### src/rtl/ss_conv_pkg.sv
package ss_conv_pkg;

    typedef enum logic [0:0] {
        SEQ_IDLE = 1'b0,
        SEQ_RUN  = 1'b1
    } seq_state_e;

    // Why a conversion ended on a given edge.
    typedef struct packed {
        logic hit;   // conversion finishes on this edge
        logic sat;   // interval ran out with comparator still high
    } conv_end_t;

    function automatic conv_end_t classify_end(input logic run,
                                               input logic cmp,
                                               input logic last_tick);
        conv_end_t e;
        e.hit = run && (!cmp || last_tick);
        e.sat = run && cmp && last_tick;
        return e;
    endfunction

endpackage

### src/rtl/ss_conv_seq.sv
module ss_conv_seq
    import ss_conv_pkg::*;
(
    input  logic clk,
    input  logic rst,
    input  logic start,
    input  logic finish,
    output logic run,
    output logic clr
);

    seq_state_e state_q, state_d;

    assign clr = (state_q == SEQ_IDLE) && start;
    assign run = (state_q == SEQ_RUN);

    always_comb begin
        state_d = state_q;
        unique case (state_q)
            SEQ_IDLE: if (start)  state_d = SEQ_RUN;
            SEQ_RUN:  if (finish) state_d = SEQ_IDLE;
            default:              state_d = SEQ_IDLE;
        endcase
    end

    always_ff @(posedge clk) begin
        if (rst) state_q <= SEQ_IDLE;
        else     state_q <= state_d;
    end

    AST_START_IGNORED: assert property (@(posedge clk) disable iff (rst)
        (run && start && !finish) |=> run);

    AST_RUN_AFTER_START: assert property (@(posedge clk) disable iff (rst)
        clr |=> run);

endmodule

### src/rtl/ss_conv_ivl.sv
module ss_conv_ivl #(
    parameter int CODE_W = 8
) (
    input  logic clk,
    input  logic rst,
    input  logic clr,
    input  logic run,
    output logic last_tick
);

    localparam logic [CODE_W-1:0] IVL_MAX = {CODE_W{1'b1}};

    logic [CODE_W-1:0] ivl_q;

    always_ff @(posedge clk) begin
        if (rst || clr) ivl_q <= '0;
        else if (run)   ivl_q <= ivl_q + 1'b1;
    end

    assign last_tick = run && (ivl_q == IVL_MAX);

    AST_IVL_CLEARED: assert property (@(posedge clk) disable iff (rst)
        clr |=> (ivl_q == '0));

    AST_IVL_STEP: assert property (@(posedge clk) disable iff (rst)
        (run && !last_tick) |=> (ivl_q == CODE_W'($past(ivl_q) + 1'b1)));

endmodule

### src/rtl/ss_conv_acc.sv
module ss_conv_acc #(
    parameter int CODE_W = 8
) (
    input  logic              clk,
    input  logic              rst,
    input  logic              clr,
    input  logic              run,
    input  logic              cmp_hi,
    output logic [CODE_W-1:0] acc
);

    localparam logic [CODE_W-1:0] ACC_TOP = {CODE_W{1'b1}};

    logic [CODE_W-1:0] acc_q;
    logic              gate;

    // Synchronous count enable in place of a gated clock.
    assign gate = run && cmp_hi && (acc_q != ACC_TOP);

    always_ff @(posedge clk) begin
        if (rst || clr) acc_q <= '0;
        else if (gate)  acc_q <= acc_q + 1'b1;
    end

    assign acc = acc_q;

    AST_ACC_CLEARED: assert property (@(posedge clk) disable iff (rst)
        clr |=> (acc_q == '0));

    AST_ACC_HOLD_LOW: assert property (@(posedge clk) disable iff (rst)
        (run && !cmp_hi) |=> $stable(acc_q));

endmodule

### src/rtl/ss_conv_cap.sv
module ss_conv_cap
    import ss_conv_pkg::*;
#(
    parameter int CODE_W = 8
) (
    input  logic              clk,
    input  logic              rst,
    input  conv_end_t         fin,
    input  logic [CODE_W-1:0] acc,
    output logic [CODE_W-1:0] code,
    output logic              done
);

    logic [CODE_W-1:0] code_q;
    logic              done_q;

    always_ff @(posedge clk) begin
        if (rst) begin
            code_q <= '0;
            done_q <= 1'b0;
        end else begin
            done_q <= fin.hit;
            if (fin.hit) code_q <= fin.sat ? {CODE_W{1'b1}} : acc;
        end
    end

    assign code = code_q;
    assign done = done_q;

    AST_DONE_SINGLE: assert property (@(posedge clk) disable iff (rst)
        done_q |=> !done_q);

    AST_CODE_HELD: assert property (@(posedge clk) disable iff (rst)
        !fin.hit |=> $stable(code_q));

endmodule

### src/rtl/ss_conv_ctrl.sv
module ss_conv_ctrl
    import ss_conv_pkg::*;
#(
    parameter int CODE_W = 8
) (
    input  logic              clk,
    input  logic              rst,
    input  logic              start,
    input  logic              cmp_hi,
    output logic              ramp_run,
    output logic [CODE_W-1:0] code,
    output logic              done
);

    logic              run;
    logic              clr;
    logic              last_tick;
    logic [CODE_W-1:0] acc;
    conv_end_t         fin;

    assign fin = classify_end(run, cmp_hi, last_tick);

    ss_conv_seq u_seq (
        .clk    (clk),
        .rst    (rst),
        .start  (start),
        .finish (fin.hit),
        .run    (run),
        .clr    (clr)
    );

    ss_conv_ivl #(.CODE_W(CODE_W)) u_ivl (
        .clk       (clk),
        .rst       (rst),
        .clr       (clr),
        .run       (run),
        .last_tick (last_tick)
    );

    ss_conv_acc #(.CODE_W(CODE_W)) u_acc (
        .clk    (clk),
        .rst    (rst),
        .clr    (clr),
        .run    (run),
        .cmp_hi (cmp_hi),
        .acc    (acc)
    );

    ss_conv_cap #(.CODE_W(CODE_W)) u_cap (
        .clk  (clk),
        .rst  (rst),
        .fin  (fin),
        .acc  (acc),
        .code (code),
        .done (done)
    );

    assign ramp_run = run;

    AST_RAMP_DROPS_AT_DONE: assert property (@(posedge clk) disable iff (rst)
        done |-> !ramp_run);

    AST_SAT_CODE: assert property (@(posedge clk) disable iff (rst)
        (done && $past(cmp_hi)) |-> (code == {CODE_W{1'b1}}));

endmodule

### config.mk
export PLATFORM = sky130hd
export DESIGN_NAME = ss_conv_ctrl
export DESIGN_NICKNAME = d
export VERILOG_FILES = /design/src/rtl/ss_conv_pkg.sv /design/src/rtl/ss_conv_seq.sv /design/src/rtl/ss_conv_ivl.sv /design/src/rtl/ss_conv_acc.sv /design/src/rtl/ss_conv_cap.sv /design/src/rtl/ss_conv_ctrl.sv
export SDC_FILE = /design/constraint.sdc
export NUM_CORES = 1
export LEC_CHECK = 0
export BUFFER_PORTS_ARGS = -buffer_cell sky130_fd_sc_hd__clkbuf_2
export CAP_MARGIN = 30
export CORE_MARGIN = 2
export CORE_UTILIZATION = 45
export DETAILED_ROUTE_END_ITERATION = 10
export PLACE_DENSITY = 0.76
export SETUP_SLACK_MARGIN = 0.05
export SLEW_MARGIN = 10
export SYNTH_ARGS = -nofsm -noshare
export SYNTH_HDL_FRONTEND = slang
export SYNTH_SLANG_ARGS = --single-unit
export TNS_END_PERCENT = 10
### constraint.sdc
create_clock -name clk -period 2.2 [get_ports clk]
set_clock_uncertainty 0.05 [all_clocks]
set_input_delay 0.22 -clock clk [delete_from_list [all_inputs] [get_ports clk]]
set_output_delay 0.22 -clock clk [all_outputs]
set_load 0.01 [all_outputs]
==> flow_summary.html <==
<table>
<tr><th>Metric</th><th>Value</th></tr>
<tr><th colspan="2">Die</th></tr>
<tr><td>Horizontal extent of the die</td><td>56.5 um</td></tr>
<tr><td>Core area</td><td>2690 sq um</td></tr>
<tr><td>Y dimension of the die</td><td>56.5 um</td></tr>
<tr><td>Effective utilization at floorplan</td><td>0.463</td></tr>
<tr><td>FP Rows</td><td>19</td></tr>
<tr><td>Count of pins on the block boundary</td><td>14</td></tr>
<tr><td>Die footprint</td><td>3200 sq um</td></tr>
<tr><th colspan="2">Worst hold path</th></tr>
<tr><td>Hold Path End</td><td>u_cap.done</td></tr>
<tr><td>Class of the tightest hold or removal check</td><td>in -&gt; reg</td></tr>
<tr><td>Hold Path Stages</td><td>2</td></tr>
<tr><td>Critical hold path startpoint</td><td>rst</td></tr>
<tr><th colspan="2">Yosys</th></tr>
<tr><td>Fraction of registers with async set or reset after synthesis</td><td>0</td></tr>
<tr><td>List of most frequent post-synthesis cells</td><td>sky130_fd_sc_hd__dfxtp_1, sky130_fd_sc_hd__a21oi_1, sky130_fd_sc_hd__inv_1, sky130_fd_sc_hd__o221ai_1</td></tr>
<tr><td>Mean area per synthesized cell</td><td>9.27 sq um</td></tr>
<tr><td>Share of the yosys chip area belonging to registers</td><td>0.419</td></tr>
<tr><td>Number of register bits inferred by synthesis</td><td>26</td></tr>
<tr><td>Post-synth EDFFs</td><td>0</td></tr>
<tr><td>Largest area contributor in the synthesized netlist</td><td>sky130_fd_sc_hd__dfxtp_1</td></tr>
<tr><td>Number of distinct library cell variants in the gate-level netlist after synthesis</td><td>36</td></tr>
<tr><td>Total number of yosys warnings</td><td>0</td></tr>
<tr><td>Top post-synthesis cells by area</td><td>sky130_fd_sc_hd__dfxtp_1, sky130_fd_sc_hd__o221ai_1, sky130_fd_sc_hd__a21oi_1, sky130_fd_sc_hd__mux2i_1, sky130_fd_sc_hd__nand4_1</td></tr>
<tr><td>Number of cells produced by synthesis</td><td>134</td></tr>
<tr><td>Proportion of netlist area held by the largest area contributor</td><td>0.419</td></tr>
<tr><td>Synthesized net count</td><td>140</td></tr>
<tr><td>Synth Flop Type</td><td>sky130_fd_sc_hd__dfxtp_1</td></tr>
<tr><td>Total standard cell area after synthesis</td><td>1240 sq um</td></tr>
<tr><td>Library cell with the highest instance count after synthesis</td><td>sky130_fd_sc_hd__dfxtp_1</td></tr>
<tr><th colspan="2">STA</th></tr>
<tr><td>Final Max Slew Viols</td><td>0</td></tr>
<tr><td>Minimum hold slack</td><td>0.0408 ns</td></tr>
<tr><td>Setup repair after global routing missed its margin</td><td>no</td></tr>
<tr><td>Worst setup slack after layout</td><td>0.602 ns</td></tr>
<tr><td>Pin slew with the least headroom to its limit</td><td>0.475 ns</td></tr>
<tr><td># setup viols final</td><td>0</td></tr>
<tr><td>Count of endpoints failing hold in the final timing report</td><td>0</td></tr>
<tr><td>Post-layout minimum cycle time</td><td>1.60 ns</td></tr>
<tr><td>Worst max-slew margin expressed relative to the limit</td><td>0.683</td></tr>
<tr><td>Final cycle utilization of the critical path</td><td>0.726</td></tr>
<tr><td>Total Negative Setup Slacks</td><td>0 ns</td></tr>
<tr><td>Peak clock frequency supported by timing</td><td>0.626 GHz</td></tr>
<tr><th colspan="2">Power</th></tr>
<tr><td>Standby leakage power</td><td>0.456 nW</td></tr>
<tr><td>Power density relative to cell area</td><td>578 nW/um^2</td></tr>
<tr><td>Max VDD drop</td><td>464 uV</td></tr>
<tr><th colspan="2">Placed design</th></tr>
<tr><td>Port bufs</td><td>13</td></tr>
<tr><td>DP HPWL</td><td>1790 um</td></tr>
<tr><td>Setup Slack @ Placement</td><td>0.638 ns</td></tr>
<tr><td>Placer congestion estimate</td><td>0.859</td></tr>
<tr><th colspan="2">Setup path</th></tr>
<tr><td>Crit Reg-Reg Startpoint</td><td>u_seq.run</td></tr>
<tr><td>Crit path launch type</td><td>flop</td></tr>
<tr><td>Origin of the worst setup path</td><td>u_seq.run</td></tr>
<tr><td>Flop2flop setup slack</td><td>0.60 ns</td></tr>
<tr><td>Type of the worst setup path</td><td>reg -&gt; reg</td></tr>
<tr><td>Endpoint of the most critical register-to-register path</td><td>u_acc.acc[5]</td></tr>
<tr><td>Largest fanout on the critical path</td><td>15</td></tr>
<tr><td>Cells on worst reg2reg path</td><td>4</td></tr>
<tr><td>Endpoint type of the worst setup path</td><td>flop</td></tr>
<tr><td>Data arrival at the endpoint of the critical path</td><td>1.80 ns</td></tr>
<tr><td>Required arrival time at the worst endpoint</td><td>2.40 ns</td></tr>
<tr><th colspan="2">Route</th></tr>
<tr><td>Initial DRC count</td><td>32</td></tr>
<tr><td>Post-route DRC violation count</td><td>0</td></tr>
<tr><td>Antenna-violating nets left</td><td>0</td></tr>
<tr><td>Total number of vias</td><td>1,034</td></tr>
<tr><td>Via/cell ratio</td><td>5.91</td></tr>
<tr><td>1st-pass router iterations</td><td>4</td></tr>
<tr><td>Per-cell routed wire length</td><td>14.1 um</td></tr>
<tr><td>Final WL</td><td>2470 um</td></tr>
<tr><th colspan="2">Global route</th></tr>
<tr><td>Antenna violations before repair</td><td>0</td></tr>
<tr><td>Gr ovfl total</td><td>0</td></tr>
<tr><td>Pin count of the biggest net entering global routing</td><td>17</td></tr>
<tr><td>Tot GR Track Use</td><td>0.165</td></tr>
<tr><td>Number of global-route vias before repair</td><td>1,003</td></tr>
<tr><td>First-pass GRT wire length</td><td>4250 um</td></tr>
<tr><th colspan="2">Clock network</th></tr>
<tr><td>Number of levels the H-tree was split into</td><td>1</td></tr>
<tr><td>Clock tree root buffer cell</td><td>sky130_fd_sc_hd__clkbuf_4</td></tr>
<tr><td>Number of buffers on the longest clock path</td><td>2</td></tr>
<tr><td>Cts repair resizes</td><td>0</td></tr>
<tr><td>Cts bufs inserted</td><td>3</td></tr>
<tr><td>Count of clock tree sinks</td><td>26</td></tr>
<tr><td>Cts hold-fix bufs</td><td>0</td></tr>
<tr><td>Skew-Pair Late Insertion Delay</td><td>0.32 ns</td></tr>
<tr><td>Clock edge transition at the registers on the reported setup and hold paths</td><td>0.13 ns</td></tr>
<tr><td>Clock tree from TritonCTS</td><td>done</td></tr>
<tr><td>Post-CTS setup buffer count</td><td>0</td></tr>
<tr><th colspan="2">Job</th></tr>
<tr><td>Max Cap Viol</td><td>0</td></tr>
<tr><th colspan="2">Final layout</th></tr>
<tr><td>Diode count</td><td>0</td></tr>
<tr><td>Layout net count</td><td>152</td></tr>
<tr><td>Share of layout cells above drive strength 1</td><td>0.181</td></tr>
<tr><td>Layout area overhead</td><td>6.24%</td></tr>
<tr><th colspan="2">Status</th></tr>
<tr><td>Status</td><td>completed</td></tr>
</table>
placed cells by master, fill, tap and decap left out, types with 2 or more instances in the layout:
cell type	count
sky130_fd_sc_hd__a211oi_2	2
sky130_fd_sc_hd__a21oi_1	14
sky130_fd_sc_hd__a21oi_2	2
sky130_fd_sc_hd__a31oi_1	2
sky130_fd_sc_hd__and3_1	2
sky130_fd_sc_hd__and4_1	2
sky130_fd_sc_hd__clkbuf_2	13
sky130_fd_sc_hd__clkbuf_4	3
sky130_fd_sc_hd__dfxtp_1	26
sky130_fd_sc_hd__ha_1	2
sky130_fd_sc_hd__inv_1	9
sky130_fd_sc_hd__mux2i_1	4
sky130_fd_sc_hd__nand2_1	6
sky130_fd_sc_hd__nand2b_1	3
sky130_fd_sc_hd__nand3_1	6
sky130_fd_sc_hd__nand3b_1	2
sky130_fd_sc_hd__nand4_1	6
sky130_fd_sc_hd__nor2_1	5
sky130_fd_sc_hd__nor3_1	3
sky130_fd_sc_hd__o21ai_0	4
sky130_fd_sc_hd__o221ai_1	9
sky130_fd_sc_hd__or3_1	3
sky130_fd_sc_hd__xor2_1	3
per-layer routing:
| layer | up-vias | GRT usage | part of all wire |
|---|---|---|---|
| met5 | - | 0 | 0 |
| met4 | 0 | 0.0272 | 0.010 |
| met3 | 4 | 0.0484 | 0.047 |
| met2 | 25 | 0.277 | 0.48 |
| met1 | 489 | 0.213 | 0.46 |
| li1 | 516 | - | - |
critical path, cell delays in order, from the launching register on:
cell and delay [ns]:
sky130_fd_sc_hd__dfxtp_1 0.60, sky130_fd_sc_hd__buf_4 0.28, sky130_fd_sc_hd__nand3_1 0.09, sky130_fd_sc_hd__a211oi_1 0.30, sky130_fd_sc_hd__mux2i_1 0.22
how the worst max path moves through the flow:
stage | endpoint | slack, ns | depth (start not counted)
detailed placement | u_acc.acc[1] | 0.64 | 4
global route | u_acc.acc[0] | 0.51 | 4
finish | u_acc.acc[5] | 0.60 | 4
CTS | u_acc.acc[1] | 0.60 | 4
floorplan | u_acc.acc[5] | 0.87 | 4
global placement | u_acc.acc[5] | 0.71 | 4
report_power, final:
part	leakage [nW]	switching, W	total, W	internal, W
registers	0.211	0.0000121	0.000493	0.000481
logic	0.232	0.0000441	0.0000703	0.0000263
clock network	0.0138	0.000135	0.000199	0.0000642
total	0.456	0.000191	0.000763	0.000572
area by class of cell:
class                      instances  area [sq um]
inverter                           9          33.8
multi-input combinational         92           632
timing repair buffer              14          72.6
tap                               31          38.8
sequential                        26           520
clock buffer                       3          22.5
fill                             255          1370
through the flow:
step | std cells | util | cell area [sq um] | power, W
3_3_place_gp | 172 | 0.483 | 1300 | 0.000570
6_report | 175 | 0.491 | 1320 | 0.000763
5_1_grt | 175 | 0.491 | 1320 | 0.000792
3_5_place_dp | 172 | 0.483 | 1300 | 0.000574
4_1_cts | 175 | 0.491 | 1320 | 0.000768
2_1_floorplan | 134 | - | 1240 | 0.000559
registers in the layout, summed over array words and instances (netlist names):
| name | cells |
|---|---|
| u_acc.acc | 8 |
| u_cap.code | 8 |
| u_cap.done | 1 |
| u_ivl.ivl_q | 8 |
| u_seq.run | 1 |
kinds of logic after synthesis:
kind of cell / share of synthesized area
xor gates and xnor gates: 0.0282
adders and majority gates: 0.0201
buffers and inverters: 0.0725
AOI/OAI and AO/OA: 0.199
muxes: 0.0322
and+or+nand+nor: 0.229
DFF: 0.419
Note: power is estimated with default switching activity, not from simulation.
